==> src/rtl/sertx_pkg.sv <==
package sertx_pkg;
  localparam int unsigned WORD_W_DEF  = 10;
  localparam int unsigned LATENCY_DEF = 5;
  localparam int unsigned RST_SYNC_N  = 2;
endpackage

==> src/rtl/sertx_capture.sv <==
module sertx_capture #(
  parameter int unsigned WORD_W = 10
) (
  input  logic              clk,
  input  logic              rst_n,
  input  logic              stb,
  input  logic [WORD_W-1:0] din,
  output logic [WORD_W-1:0] hold_o,
  output logic              ld_o
);
  logic [WORD_W-1:0] hold_q, hold_d;
  logic              ld_q, ld_d;

  always_comb begin
    hold_d = hold_q;
    if (stb) hold_d = din;
    ld_d = stb;
  end

  always_ff @(posedge clk or negedge rst_n) begin
    if (!rst_n) begin
      hold_q <= '0;
      ld_q   <= 1'b0;
    end else begin
      hold_q <= hold_d;
      ld_q   <= ld_d;
    end
  end

  assign hold_o = hold_q;
  assign ld_o   = ld_q;
endmodule

==> src/rtl/sertx_shifter.sv <==
module sertx_shifter #(
  parameter int unsigned WORD_W = 10
) (
  input  logic              clk,
  input  logic              rst_n,
  input  logic              ld,
  input  logic [WORD_W-1:0] hold,
  output logic [WORD_W-1:0] word_o,
  output logic              bit_o
);
  logic [WORD_W-1:0] sh_q, sh_d;

  always_comb begin
    if (ld) sh_d = hold;
    else    sh_d = {1'b0, sh_q[WORD_W-1:1]};
  end

  always_ff @(posedge clk or negedge rst_n) begin
    if (!rst_n) sh_q <= '0;
    else        sh_q <= sh_d;
  end

  assign word_o = sh_q;
  assign bit_o  = sh_q[0];
endmodule

==> src/rtl/sertx_delay.sv <==
module sertx_delay #(
  parameter int unsigned DEPTH = 4
) (
  input  logic clk,
  input  logic rst_n,
  input  logic din,
  output logic dout
);
  logic [DEPTH-1:0] st_q, st_d;

  generate
    if (DEPTH == 1) begin : g_single
      always_comb st_d = din;
    end else begin : g_chain
      always_comb st_d = {st_q[DEPTH-2:0], din};
    end
  endgenerate

  always_ff @(posedge clk or negedge rst_n) begin
    if (!rst_n) st_q <= '1;
    else        st_q <= st_d;
  end

  assign dout = st_q[DEPTH-1];
endmodule

==> src/rtl/sertx_top.sv <==
module sertx_top
  import sertx_pkg::*;
#(
  parameter int unsigned WORD_W  = WORD_W_DEF,
  parameter int unsigned LATENCY = LATENCY_DEF
) (
  input  logic              clk,
  input  logic              rst_n,
  input  logic              load_stb,
  input  logic [WORD_W-1:0] word_in,
  input  logic              wrap_en,
  output logic              line_out,
  output logic              loop_out
);
  localparam int unsigned DLY_DEPTH = (LATENCY > 1) ? LATENCY - 1 : 1;

  logic [RST_SYNC_N-1:0] rsync_q;
  logic                  rst_q_n;

  always_ff @(posedge clk or negedge rst_n) begin
    if (!rst_n) rsync_q <= '0;
    else        rsync_q <= {rsync_q[RST_SYNC_N-2:0], 1'b1};
  end
  assign rst_q_n = rsync_q[RST_SYNC_N-1];

  logic [WORD_W-1:0] hold_w, sh_word;
  logic              ld_w, ser_bit, ser_dly;

  sertx_capture #(.WORD_W(WORD_W)) u_cap (
    .clk(clk), .rst_n(rst_q_n), .stb(load_stb), .din(word_in),
    .hold_o(hold_w), .ld_o(ld_w)
  );

  sertx_shifter #(.WORD_W(WORD_W)) u_shift (
    .clk(clk), .rst_n(rst_q_n), .ld(ld_w), .hold(hold_w),
    .word_o(sh_word), .bit_o(ser_bit)
  );

  sertx_delay #(.DEPTH(DLY_DEPTH)) u_dly (
    .clk(clk), .rst_n(rst_q_n), .din(ser_bit), .dout(ser_dly)
  );

  assign loop_out = ser_dly;
  assign line_out = wrap_en | ser_dly;
endmodule

==> config.mk <==
export PLATFORM = sky130hd
export DESIGN_NAME = sertx_top
export DESIGN_NICKNAME = d
export VERILOG_FILES = /design/src/rtl/sertx_pkg.sv /design/src/rtl/sertx_capture.sv /design/src/rtl/sertx_shifter.sv /design/src/rtl/sertx_delay.sv /design/src/rtl/sertx_top.sv
export SDC_FILE = /design/constraint.sdc
export NUM_CORES = 1
export LEC_CHECK = 0
export ABC_AREA = 1
export BUFFER_PORTS_ARGS = -buffer_cell sky130_fd_sc_hd__buf_2
export CAP_MARGIN = 20
export CORE_MARGIN = 2
export CORE_UTILIZATION = 40
export CTS_BUF_LIST = sky130_fd_sc_hd__clkbuf_4 sky130_fd_sc_hd__clkbuf_8
export CTS_CLUSTER_DIAMETER = 80
export DETAILED_ROUTE_END_ITERATION = 16
export GPL_ROUTABILITY_DRIVEN = 0
export PLACE_DENSITY = 0.6
export SYNTH_ARGS = -nofsm -noshare
export SYNTH_HDL_FRONTEND = slang
export SYNTH_SLANG_ARGS = --single-unit
==> constraint.sdc <==
create_clock -name clk -period 0.9 [get_ports clk]
set_clock_uncertainty 0.1 [all_clocks]
set_input_delay 0.045 -clock clk [delete_from_list [all_inputs] [get_ports clk]]
set_output_delay 0.045 -clock clk [all_outputs]
set_load 0.05 [all_outputs]
==> results list <==
* Run status: complete, but fails checks
- Violations in the final reports: setup timing
- X dimension of the die: 52.53 microns
- The synthesized design contains 27 register bits.
- Final Max Tran Viols: 0
- Die Footprint: 0.002759 sq mm
* Time the worst path needs with I/O delays and setup: 1.257 ns
* Antenna diode instance count: 0
- Vias per inst: 4.435
- Synthesis produced a netlist with a net count of 106.
- For this run, the number of Yosys warnings is 0.
- VDD sags by at most 1.267 mV.
* Wire length of the first global-routing pass: 2.691 mm
- On the final layout, the worst hold slack is 0.1107 ns.
- Highest clock rate: 795.7 MHz
- Crit Path Category: flip-flop to primary output
- In this run the tool buffered the top-level ports with 15 buffer cells.
* Power per cell area: 1707 mW/mm^2
- Unrepaired setup endpoints after global routing: true
- Final hold vios: 0
- H-tree Lvls: 1
- CTS saw 27 sinks.
- The floorplan has 17 rows.
- Core Box Area: 0.002212 sq mm
- Number of antenna violations at the first check in global routing: 0
* DRC violation total after the first TritonRoute iteration: 4
* Share of cells above drive strength 1: 0.3333
- The first TritonRoute pass finished after 4 iterations.
* Leakage power: 0.6867 nW
* Hold Crit Class: flip-flop to asynchronous set/reset pin
- The wire-length estimate of the detail-placed layout is 973.1 microns.
- Setup total negative slack on the finished layout was measured at -0.6591 ns.
- Starting Density: 0.4259
* Endpoint of the most critical register-to-register path: u_shift.word_o[0]$_DFF_PN0_
- Required @ worst endpoint: 0.75 ns
- Height of the die: 52.53 microns
- In the global route stage, overall resource usage came out at 0.1424.
* Post-route total power: 2.219 mW
- After layout, the worst setup slack is -0.3567 ns.
- During I/O placement, the number of pins put on the boundary was 16.
- In this run the worst path has a maximum fanout of 2.
- Maximum number of pins on one net before global-route repair: 26
- From synthesis to final layout, the design area changed by 37.98%.
* Remaining Overflow, GRT: 0
- Register area share after synthesis: 0.7224
* Filler cell count in the final layout: 201
- The net count of the finished layout is 141.
- The number of different library cells used by synthesis comes to 8.
- Mean post-synth cell area: 10.24 sq um
* Clock tree buffer depth: 2
- The worst register-to-register path begins at u_cap.ld_o$_DFF_PN0_.
- CTS tree: built
- Clock insertion delay at the later pin of the skew report: 0.31 ns
- Number of cells on the worst reg-to-reg path: 3
- Number of buffers inserted during clock tree synthesis: 3
- Clock input transition at the sequential cells of the worst setup and hold paths: 0.13 ns
- The cell area that synthesis handed to floorplanning was 942.2 sq um.
* Synthesized instance count: 92
- The via count of the first global-routing pass was 627.
- Setup violations remaining at the end of the flow were counted as 2.
* Mean routed wirelength per cell: 9.909 microns
* Final antenna-violating net count: 0
* Post-route fraction of the period consumed by the critical path: 1.396
- In this run the register-to-register setup slack is 0.01 ns.
- The worst setup path is captured at a primary output.
- Clk Tree Root Cell: sky130_fd_sc_hd__clkbuf_4
- Maxcap violations: 0
- Routed WL: 1.526 mm
- Data on the critical path arrives at its endpoint at 1.11 ns.
- Detailed routing inserted a total of 683 vias.
- STA classifies the critical path startpoint as a flip-flop.
- For this run, design rule violations remaining after detail routing come to 0.
critical path, stage by stage (launching register included):
cell,delay [ns]
sky130_fd_sc_hd__dfstp_2,0.56
sky130_fd_sc_hd__or2_4,0.11
sky130_fd_sc_hd__buf_8,0.13
through the flow:
stage          cell area (sq um)    util  setup WS [ns]  cells
2_1_floorplan              944.7       -        -0.1763     92
3_3_place_gp                1075  0.4859       -0.08375    137
3_5_place_dp                1075  0.4859       -0.09001    137
4_1_cts                     1247  0.5639        -0.3731    154
5_1_grt                     1300  0.5877        -0.4206    154
6_report                    1300  0.5877        -0.3567    154
metal layers:
layer | wire length (microns) | vias up | GRT usage
li1 | - | 341 | -
met1 | 671 | 329 | 0.1893
met2 | 776 | 9 | 0.2042
met3 | 32 | 4 | 0.02857
met4 | 45 | 0 | 0.1068
met5 | 0 | - | 0
repair_timing:
action | 4_1_cts | 5_1_grt
resized for setup | 4 | 20
buffers inserted | 0 | 0
endpoints found under the hold margin | 13 | 0
hold buffers | 13 | 0
pin swaps | 0 | 10
setup endpoints to repair | 2 | 20
placed cells by master, fill, tap and decap left out:
cell                             n
sky130_fd_sc_hd__nand2_1        47
sky130_fd_sc_hd__dfrtp_1        22
sky130_fd_sc_hd__dlygate4sd3_1  13
sky130_fd_sc_hd__buf_2          12
sky130_fd_sc_hd__nand2_2        10
sky130_fd_sc_hd__clkbuf_4        4
sky130_fd_sc_hd__dfstp_2         4
sky130_fd_sc_hd__buf_6           3
sky130_fd_sc_hd__inv_4           2
sky130_fd_sc_hd__buf_4           2
sky130_fd_sc_hd__or2_4           1
sky130_fd_sc_hd__inv_1           1
sky130_fd_sc_hd__nand2_4         1
sky130_fd_sc_hd__buf_8           1
sky130_fd_sc_hd__buf_12          1
sky130_fd_sc_hd__conb_1          1
sky130_fd_sc_hd__dfrtp_2         1
how the worst max path moves through the flow:
| stage | to | startpoint | cells past startpoint |
|---|---|---|---|
| detailed placement | line_out | u_dly.st_q[3]$_DFF_PN1_ | 2 |
| global route | line_out | u_dly.st_q[3]$_DFF_PN1_ | 2 |
| CTS | line_out | u_dly.st_q[3]$_DFF_PN1_ | 2 |
| finish | line_out | u_dly.st_q[3]$_DFF_PN1_ | 2 |
| floorplan | line_out | u_dly.st_q[3]$_DFF_PN1_ | 1 |
| global placement | line_out | u_dly.st_q[3]$_DFF_PN1_ | 2 |
cell families (layout without fill, tap and decap cells):
logic type	after synthesis	after routing	share of synthesized area
other cells	1	1	0.003980
flops	27	27	0.7224
simple gates	59	59	0.2377
buf+inv	5	39	0.03585
Yosys cell counts:
| cell | number | area share |
|---|---|---|
| sky130_fd_sc_hd__or2_2 | 1 | 0.0066 |
| sky130_fd_sc_hd__conb_1 | 1 | 0.0040 |
| sky130_fd_sc_hd__buf_6 | 2 | 0.024 |
| sky130_fd_sc_hd__inv_2 | 2 | 0.0080 |
| sky130_fd_sc_hd__inv_1 | 1 | 0.0040 |
| sky130_fd_sc_hd__dfstp_2 | 4 | 0.11 |
| sky130_fd_sc_hd__nand2_1 | 58 | 0.23 |
| sky130_fd_sc_hd__dfrtp_1 | 23 | 0.61 |
layout make-up:
type | instances | area [sq um] | area share
tap | 28 | 35.03 | 0.02695
inverter | 3 | 16.27 | 0.01251
sequential | 27 | 681.9 | 0.5245
multi-input combinational | 60 | 262.8 | 0.2021
clock buffer | 4 | 30.03 | 0.02310
timing repair buffer | 32 | 274.0 | 0.2108
sequential cells by signal (all words and copies together) (netlist names):
signal,flops
u_cap.ld_o,1
u_shift.word_o,10
u_cap.hold_o,10
u_dly.st_q,4
rsync_q,2
power breakdown:
group	internal [mW]	total (mW)	leakage, nW	switching, mW
logic	0.150	0.301	0.344	0.151
registers	1.34	1.39	0.324	0.0539
clock network	0.203	0.525	0.0184	0.322
No activity file was read; power rests on OpenSTA's default activity.
